## config.mk

```make
export PLATFORM = sky130hd
export DESIGN_NAME = dbg_port_mode_detect
export DESIGN_NICKNAME = d
export VERILOG_FILES = /design/src/rtl/dbg_mode_pkg.sv /design/src/rtl/ones_run_tracker.sv /design/src/rtl/sel_code_matcher.sv /design/src/rtl/port_mode_ctrl.sv /design/src/rtl/dbg_port_mode_detect.sv
export SDC_FILE = /design/constraint.sdc
export NUM_CORES = 1
export LEC_CHECK = 0
export ABC_AREA = 0
export CAP_MARGIN = 20
export CELL_PAD_IN_SITES_DETAIL_PLACEMENT = 2
export CELL_PAD_IN_SITES_GLOBAL_PLACEMENT = 2
export CORE_MARGIN = 2
export CORE_UTILIZATION = 38
export DETAILED_ROUTE_END_ITERATION = 12
export PLACE_DENSITY = 0.82
export RECOVER_POWER = 50
export SLEW_MARGIN = 20
export SYNTH_ARGS = -nofsm -noshare
export SYNTH_HDL_FRONTEND = slang
export SYNTH_SLANG_ARGS = --single-unit
```

## constraint.sdc

```tcl
create_clock -name clk -period 3.5 [get_ports clk]
set_input_delay 0.7 -clock clk [delete_from_list [all_inputs] [get_ports clk]]
set_output_delay 0.7 -clock clk [all_outputs]
set_load 0.005 [all_outputs]
```

## src/rtl/dbg_mode_pkg.sv

```systemverilog
package dbg_mode_pkg;

  localparam int CODE_W = 16;

  typedef enum logic {
    PM_JTAG = 1'b0,
    PM_SWD  = 1'b1
  } port_mode_e;

  // select words, LSB is the first bit on the line
  localparam logic [CODE_W-1:0] SEL_SWD_CUR  = 16'hE79E;
  localparam logic [CODE_W-1:0] SEL_JTAG_CUR = 16'hE73C;
  localparam logic [CODE_W-1:0] SEL_SWD_OLD  = 16'hEDB6;
  localparam logic [CODE_W-1:0] SEL_JTAG_OLD = 16'hDEAE;

endpackage

```

## src/rtl/ones_run_tracker.sv

```systemverilog
module ones_run_tracker #(
  parameter int RST_MIN = 51,
  parameter int CNT_W   = 6
) (
  input  logic             clk,
  input  logic             rst,
  input  logic             bit_vld,
  input  logic             bit_in,
  output logic [CNT_W-1:0] run_cnt,
  output logic             run_qual,
  output logic             lr_now,
  output logic             lr_pulse
);

  localparam logic [CNT_W-1:0] CNT_FULL = CNT_W'(RST_MIN);
  localparam logic [CNT_W-1:0] CNT_PRE  = CNT_W'(RST_MIN - 1);

  // current strobe completes a qualifying run
  assign lr_now   = bit_vld && bit_in && (run_cnt == CNT_PRE);
  assign run_qual = (run_cnt == CNT_FULL);

  always_ff @(posedge clk) begin
    if (rst) begin
      run_cnt  <= '0;
      lr_pulse <= 1'b0;
    end else begin
      lr_pulse <= lr_now;
      if (bit_vld) begin
        if (!bit_in)
          run_cnt <= '0;
        else if (run_cnt != CNT_FULL)
          run_cnt <= run_cnt + 1'b1;
      end
    end
  end

  // counter saturates at the threshold
  p_cnt_bound_r2: assert property (@(posedge clk) disable iff (rst)
    run_cnt <= CNT_FULL);

  // pulse lasts a single clock
  p_lr_once_r2: assert property (@(posedge clk) disable iff (rst)
    lr_pulse |=> !lr_pulse);

  // pulse only after the run reached the threshold
  p_lr_after_run_r2: assert property (@(posedge clk) disable iff (rst)
    lr_pulse |-> (run_cnt == CNT_FULL));

endmodule

```

## src/rtl/sel_code_matcher.sv

```systemverilog
module sel_code_matcher
  import dbg_mode_pkg::*;
#(
  parameter bit ACCEPT_LEGACY = 1'b1
) (
  input  logic clk,
  input  logic rst,
  input  logic bit_vld,
  input  logic bit_in,
  input  logic run_qual,
  input  logic lr_now,
  output logic hit_swd,
  output logic hit_jtag
);

  localparam int IDX_W = $clog2(CODE_W);
  localparam logic [IDX_W-1:0] IDX_LAST = IDX_W'(CODE_W - 1);

  logic              capturing;
  logic [IDX_W-1:0]  idx;
  logic [CODE_W-1:0] shreg;
  logic [CODE_W-1:0] word_now;
  logic              word_done;
  logic              is_swd;
  logic              is_jtag;

  // new bit enters at the top; after CODE_W shifts the first bit is the LSB
  assign word_now  = {bit_in, shreg[CODE_W-1:1]};
  assign word_done = bit_vld && capturing && (idx == IDX_LAST) && !lr_now;

  generate
    if (ACCEPT_LEGACY) begin : g_legacy
      assign is_swd  = (word_now == SEL_SWD_CUR)  || (word_now == SEL_SWD_OLD);
      assign is_jtag = (word_now == SEL_JTAG_CUR) || (word_now == SEL_JTAG_OLD);
    end else begin : g_current
      assign is_swd  = (word_now == SEL_SWD_CUR);
      assign is_jtag = (word_now == SEL_JTAG_CUR);
    end
  endgenerate

  assign hit_swd  = word_done && is_swd;
  assign hit_jtag = word_done && is_jtag;

  always_ff @(posedge clk) begin
    if (rst) begin
      capturing <= 1'b0;
      idx       <= '0;
      shreg     <= '0;
    end else if (bit_vld) begin
      if (lr_now) begin
        capturing <= 1'b0;
      end else if (capturing) begin
        shreg <= word_now;
        if (idx == IDX_LAST)
          capturing <= 1'b0;
        else
          idx <= idx + 1'b1;
      end else if (run_qual && !bit_in) begin
        capturing <= 1'b1;
        idx       <= IDX_W'(1);
        shreg     <= word_now;
      end
    end
  end

  // the two selections never coincide
  p_hit_excl_r3: assert property (@(posedge clk) disable iff (rst)
    !(hit_swd && hit_jtag));

  // capture only opens right after a qualifying run
  p_capture_start_r6: assert property (@(posedge clk) disable iff (rst)
    $rose(capturing) |-> $past(run_qual));

  // idle cycles leave the assembled word alone
  p_idle_hold_r11: assert property (@(posedge clk) disable iff (rst)
    !bit_vld |=> $stable(shreg) && $stable(capturing));

endmodule

```

## src/rtl/port_mode_ctrl.sv

```systemverilog
module port_mode_ctrl
  import dbg_mode_pkg::*;
#(
  parameter int TLR_ONES = 5,
  parameter int CNT_W    = 6
) (
  input  logic             clk,
  input  logic             rst,
  input  logic             bit_vld,
  input  logic             bit_in,
  input  logic [CNT_W-1:0] run_cnt,
  input  logic             hit_swd,
  input  logic             hit_jtag,
  output port_mode_e       mode,
  output logic             mode_chg,
  output logic             tap_tlr
);

  localparam logic [CNT_W-1:0] TLR_PRE = CNT_W'(TLR_ONES - 1);

  logic ones_reach;
  assign ones_reach = bit_in && (run_cnt >= TLR_PRE);

  always_ff @(posedge clk) begin
    if (rst) begin
      mode     <= PM_JTAG;
      mode_chg <= 1'b0;
      tap_tlr  <= 1'b1;
    end else begin
      mode_chg <= 1'b0;
      if (hit_swd && mode == PM_JTAG) begin
        mode     <= PM_SWD;
        mode_chg <= 1'b1;
      end else if (hit_jtag && mode == PM_SWD) begin
        mode     <= PM_JTAG;
        mode_chg <= 1'b1;
      end

      if (hit_jtag)
        tap_tlr <= 1'b1;
      else if (hit_swd)
        tap_tlr <= 1'b0;
      else if (bit_vld && mode == PM_JTAG) begin
        if (!bit_in)
          tap_tlr <= 1'b0;
        else if (ones_reach)
          tap_tlr <= 1'b1;
      end
    end
  end

  // change pulse is one clock wide
  p_chg_one_cycle_r9: assert property (@(posedge clk) disable iff (rst)
    mode_chg |=> !mode_chg);

  // pulse marks a real flip
  p_chg_flip_r9: assert property (@(posedge clk) disable iff (rst)
    mode_chg |-> (mode != $past(mode)));

  // no flip without a pulse
  p_mode_hold_r8: assert property (@(posedge clk) disable iff (rst)
    !mode_chg |-> $stable(mode));

  // TAP reset level is inactive in serial-wire mode
  p_swd_no_tlr_r10: assert property (@(posedge clk) disable iff (rst)
    (mode == PM_SWD) |-> !tap_tlr);

endmodule

```

## src/rtl/dbg_port_mode_detect.sv

```systemverilog
module dbg_port_mode_detect
  import dbg_mode_pkg::*;
#(
  parameter int RST_MIN       = 51,
  parameter int TLR_ONES      = 5,
  parameter bit ACCEPT_LEGACY = 1'b1
) (
  input  logic clk,
  input  logic rst,
  input  logic bit_vld,
  input  logic bit_in,
  output logic mode_swd,
  output logic line_rst_pulse,
  output logic mode_chg_pulse,
  output logic tap_tlr
);

  localparam int CNT_W = $clog2(RST_MIN + 1);

  logic [CNT_W-1:0] run_cnt;
  logic             run_qual;
  logic             lr_now;
  logic             hit_swd;
  logic             hit_jtag;
  port_mode_e       mode;

  ones_run_tracker #(
    .RST_MIN (RST_MIN),
    .CNT_W   (CNT_W)
  ) u_run (
    .clk      (clk),
    .rst      (rst),
    .bit_vld  (bit_vld),
    .bit_in   (bit_in),
    .run_cnt  (run_cnt),
    .run_qual (run_qual),
    .lr_now   (lr_now),
    .lr_pulse (line_rst_pulse)
  );

  sel_code_matcher #(
    .ACCEPT_LEGACY (ACCEPT_LEGACY)
  ) u_match (
    .clk      (clk),
    .rst      (rst),
    .bit_vld  (bit_vld),
    .bit_in   (bit_in),
    .run_qual (run_qual),
    .lr_now   (lr_now),
    .hit_swd  (hit_swd),
    .hit_jtag (hit_jtag)
  );

  port_mode_ctrl #(
    .TLR_ONES (TLR_ONES),
    .CNT_W    (CNT_W)
  ) u_ctrl (
    .clk      (clk),
    .rst      (rst),
    .bit_vld  (bit_vld),
    .bit_in   (bit_in),
    .run_cnt  (run_cnt),
    .hit_swd  (hit_swd),
    .hit_jtag (hit_jtag),
    .mode     (mode),
    .mode_chg (mode_chg_pulse),
    .tap_tlr  (tap_tlr)
  );

  assign mode_swd = (mode == PM_SWD);

  // line reset and mode change never share a cycle
  p_lr_chg_excl_r2: assert property (@(posedge clk) disable iff (rst)
    !(line_rst_pulse && mode_chg_pulse));

endmodule

```

; ---- Word level (Yosys, flattened, before mapping)
; Cells that the tools add are included.
[totals]
reg_bits = 31
in_bits = 4
output_inout_bits = 4
wordCells = 67
[op_classes]
addsub = 2
order_cmp = 1
eq_ne = 11
mux = 19
bitwise_logic = 2
n_reduce_logical = 24
[op_table]
columns = operator, n
row1 = $eq 16x16->1 const B, 4
row2 = $mux 16, 2
row3 = $eq 6x6->1 const B, 2
row4 = $logic_and 1x1->1, 12
row5 = $mux 1, 12
row6 = $mux 4, 3
row7 = $mux 6, 2
row8 = $add 6x1->6 const B, 1
row9 = $ge 6x3->1 const B, 1
row10 = $ne 6x6->1 const B, 1
row11 = $reduce_bool 2->1, 3
row12 = $add 4x1->4 const B, 1
row13 = $eq 4x4->1 const B, 1
row14 = $reduce_and 2->1, 2
row15 = $reduce_and 4->1, 1
row16 = $ne 3x1->1 const B, 1
row17 = $reduce_and 3->1, 1
row18 = $logic_not 1->1, 2
row19 = $logic_or 1x1->1, 2
row20 = $ne 2x1->1 const B, 1
row21 = $ne 2x2->1 const B, 1
row22 = $not 1->1, 2
row23 = $reduce_or 2->1, 1

; ---- Longest topological paths before layout
[logic_depth]
depth_word = 8
mapped_depth = 7

; ---- By module
; A second synthesis with hierarchy kept.
[unflattened]
cells_unflattened = 175
hier_area_um2 = 1512.7
[modules_own_cells]
columns = mod, instances, cells_each, area_per_inst_um2
row1 = sel_code_matcher, 1, 115, 998.5
row2 = ones_run_tracker, 1, 47, 392.9
row3 = port_mode_ctrl, 1, 13, 121.4

; ---- Least setup slack after synthesis
; No wires, ideal clock.
[synth_timing]
path_type = input -> register
from = in bit_in
to = reg u_ctrl.tap_tlr
setup_ns = 0.120
arrival_time_ns = 1.931
required_ns = 3.380
setup_slack_ns = 1.450
path_stages = 4
cell_sequence = and2_2 > a2111o_1 > a2111o_1 > a211o_1
[synth_via]
elab_chain_len = 7
[synth_lines]
columns = item, line_no
row1 = "start, declared", dbg_port_mode_detect.sv:11  ; input logic bit_in,
row2 = "parallel branches: the longest is 7 deep, another holds $eq 16x16->1", n/a
row3 = "end signal, assigned", port_mode_ctrl.sv:28  ; tap_tlr <= 1'b1;
row4 = "end signal, assigned", port_mode_ctrl.sv:40  ; tap_tlr <= 1'b1;
row5 = "end signal, assigned", port_mode_ctrl.sv:42  ; tap_tlr <= 1'b0;
row6 = "end, declared", port_mode_ctrl.sv:16  ; output logic tap_tlr
; Several ways; the timed one is not identified. The select of a mux whose other input is x is not followed.
; A chain may end at the register's enable or synchronous reset.

; ---- Final worst setup path
; Ends and elaborated chain as after synthesis.

==> metrics.cfg <==
[outcome]
status=finished clean

[clock_network]
clkLatencyLatePin_ps=280
clock_sinks=30
cts_buffers=5
clock_tree_from_tritoncts=done
post_cts.resized_instances=0
bufs_on_longest_clock_path=2
clockRootBuffer=clkbuf_8
post_cts.repair.setup_buffers=0
htreeDepth=2
holdBufCountCts=0
clkSlewWorstSetupHoldPaths_ps=70

[layout]
antenna_cells=0
final_nets=182
utilization_after_layout_pct=44.2
share_of_layout_cells_above_drive_strength_1_pct=8.62
mostFrequentLayoutCells=dfxtp_1, a21oi_1, nand3_1, o21ai_0, nor2_1
area_growth_syn_to_layout_pct=11.3
layout_commonest_cell=dfxtp_1

[pwr]
share_seq_of_total_power_pct=53.9
power.density_mw_per_mm2=398
cellLeakagePower_nw=0.501
sw_frac_of_total_pct=24.1
total_switching_power_mw=0.155
clockPowerShare_pct=41.1
pwr-share-comb_pct=5.0
irDropWorstVdd_mv=0.306
cellInternalPower_mw=0.488

[logic_synthesis]
syn_area_mm2=0.00145
post_synth_mux_area_share_pct=0.689
post_synth_main_area_contributors=dfxtp_1, a21oi_1, nand3_1, o21ai_0, ha_1
post_synth_fa_ha_maj_area_fraction_pct=3.45
ys_ff_latch=30
yosys.area_share.xor_xnor_pct=2.41
synth-seq-area-share_pct=41.3
synth_enable_flop_cells=0
postSynthCellCount=170
synthesized_net_count=178
synth_top_family_by_area=compound AO/OA/AOI/OAI gates
yosys.cell_types.count=43
top_cell_type_s_share_of_synthesized_area_pct=41.3
post_synth.cell_area_avg_um2=8.54
async_flop_share_pct=0
synthSimpleGateAreaFrac_pct=22.6
postSynth.topFlopCell=dfxtp_1
synth-compound-area-share_pct=24.3
cell_type_contributing_the_most_total_cell_area_after_synthesis=dfxtp_1
ys_warn_count=0

[grt]
globalRoute.totalOverflow=0
grt_use_total_pct=22.5
grt_max_degree=27
grt_pass1_wl_um=7290
antenna_found_initial=0
vias_in_the_first_global_route=1443

[critical_path]
worstPathArrival_ps=2750
crit_buf_inv=1
timing.critical_path.from_type=input port
crit_top_cell=a2111o_1
crit_family=compound AO/OA/AOI/OAI gates
delay_of_the_slowest_cell_on_the_worst_path_ps=620
criticalPathCategory=input port to flip-flop
worst_ep_required_time_ps=3670
worstPathMaxFanout=5
worstPathCellList=dlygate4sd3_1, and2_0, a2111o_1, a2111o_1, a211o_1
timing.critical_path.to_type=flip-flop
critPathSlowestCell=dlygate4sd3_1

[sta]
finalClockSkew_ps=5.21
finalCriticalPeriod_ps=2580
timing.final.setup_violations=0
layout_worst_path_cycle_share_pct=73.7
drv_slew=0
relative_slew_slack_pct=14.0
rsz0062_at_grt=false
final.setup.tns_ps=0
maxClockFrequency_mhz=388
final-hold-violation-count=0
worstMarginPinSlew_ps=1290

[route]
drt_wl_total_um=4290
post-route-drc-count=0
drt_iter0_markers=40
vias=1336
drt_first_pass_iters=4
final_antenna_net_count=0
routed_wire_length_per_instance_um=19.3
avgViaCountPerCell=6.02

[die]
rows=22
fp.dieArea_mm2=0.00433
fp.dieW_um=65.8
num_io_pins=8
core_mm2=0.00366
chipHeight_um=65.8
start_util_pct=39.7

[worst_hold_path]
hold_class=flip-flop to flip-flop

[placement]
portBuffers=7
place_hpwl_um=2880
final_weighted_congestion_of_routability_driven_global_placement=0.729

[run]
maxCapViolations=0

-- state kept, by name, summed over array words and instances, names as in the netlist --
register / flops
u_match.capturing: 1
u_ctrl.tap_tlr: 1
u_ctrl.mode: 1
u_ctrl.mode_chg: 1
u_run.run_cnt: 6
u_run.lr_pulse: 1
u_match.idx: 4
u_match.shreg: 15
-- worst register-to-register path, stage by stage, from the launching register on --
cell and delay (ps):
dfxtp_1 390, nor4bb_2 870, a21oi_1 620, o31ai_1 380, a21oi_1 110
-- power groups by stage --
stage | sequential [mW] | combinational, mW | clock [mW]
after floorplan | 0.353 | 0.0207 | 0
after global placement | 0.354 | 0.0313 | 0
after detailed placement | 0.354 | 0.0331 | 0
after CTS | 0.346 | 0.0334 | 0.270
after global routing | 0.346 | 0.0356 | 0.288
final | 0.346 | 0.0324 | 0.264
-- path summary, 6_finish.rpt --
path                      endpoint        startpoint  cells past startpoint  slack [ps]
setup / recovery    u_ctrl.tap_tlr            bit_in                      5         920
hold / removal    u_match.shreg[1]  u_match.shreg[1]                      2         490
hold reg to reg   u_match.shreg[1]  u_match.shreg[1]                      2         490
setup reg to reg    u_match.idx[1]  u_run.run_cnt[4]                      4         950
-- cell usage after synthesis (3+ instances only) --
| master | instances |
|---|---|
| a2111o_1 | 3 |
| a21oi_1 | 21 |
| buf_2 | 4 |
| clkbuf_1 | 5 |
| dfxtp_1 | 30 |
| ha_1 | 4 |
| inv_1 | 5 |
| nand2_1 | 7 |
| nand2b_1 | 4 |
| nand3_1 | 18 |
| nand4_1 | 4 |
| nor2_1 | 8 |
| nor3_1 | 4 |
| nor4_1 | 3 |
| o21ai_0 | 16 |
| o31ai_1 | 3 |
-- per-layer routing --
layer	GRT usage [%]	up-vias	part of all wire (%)
li1	-	642	-
met1	27.3	664	45
met2	37.8	17	50
met3	4.43	13	2.5
met4	10.9	0	2.4
met5	0	-	0
-- kinds of logic after synthesis --
logic type | count (synthesis)
adder cells (fa/ha/maj) | 4
XOR/XNOR | 4
flip-flops | 30
AND/OR/NAND/NOR | 59
buffers and inverters | 16
multiplexers | 1
AO/OA/AOI/OAI | 56
-- metrics by stage --
step	area, µm²	cells	total power, mW	setup slack (ps)	hold slack, ps
floorplan	1450	170	0.374	1450	448
global route	1620	222	0.670	748	527
global placement	1540	215	0.385	873	474
CTS	1620	222	0.650	965	492
finish	1620	222	0.643	921	492
detailed placement	1540	215	0.387	786	481
-- area by class of cell --
class                   instances  area [µm²]
fillers                       422        2040
multi-input cells             124         781
flip-flops and latches         30         601
repair buffers                  8        77.6
clock buffers                   5        68.8
well taps                      48        60.1
inverters                       5        18.8
clock inverters                 2        10.0
(Power assumes the default switching activity.)
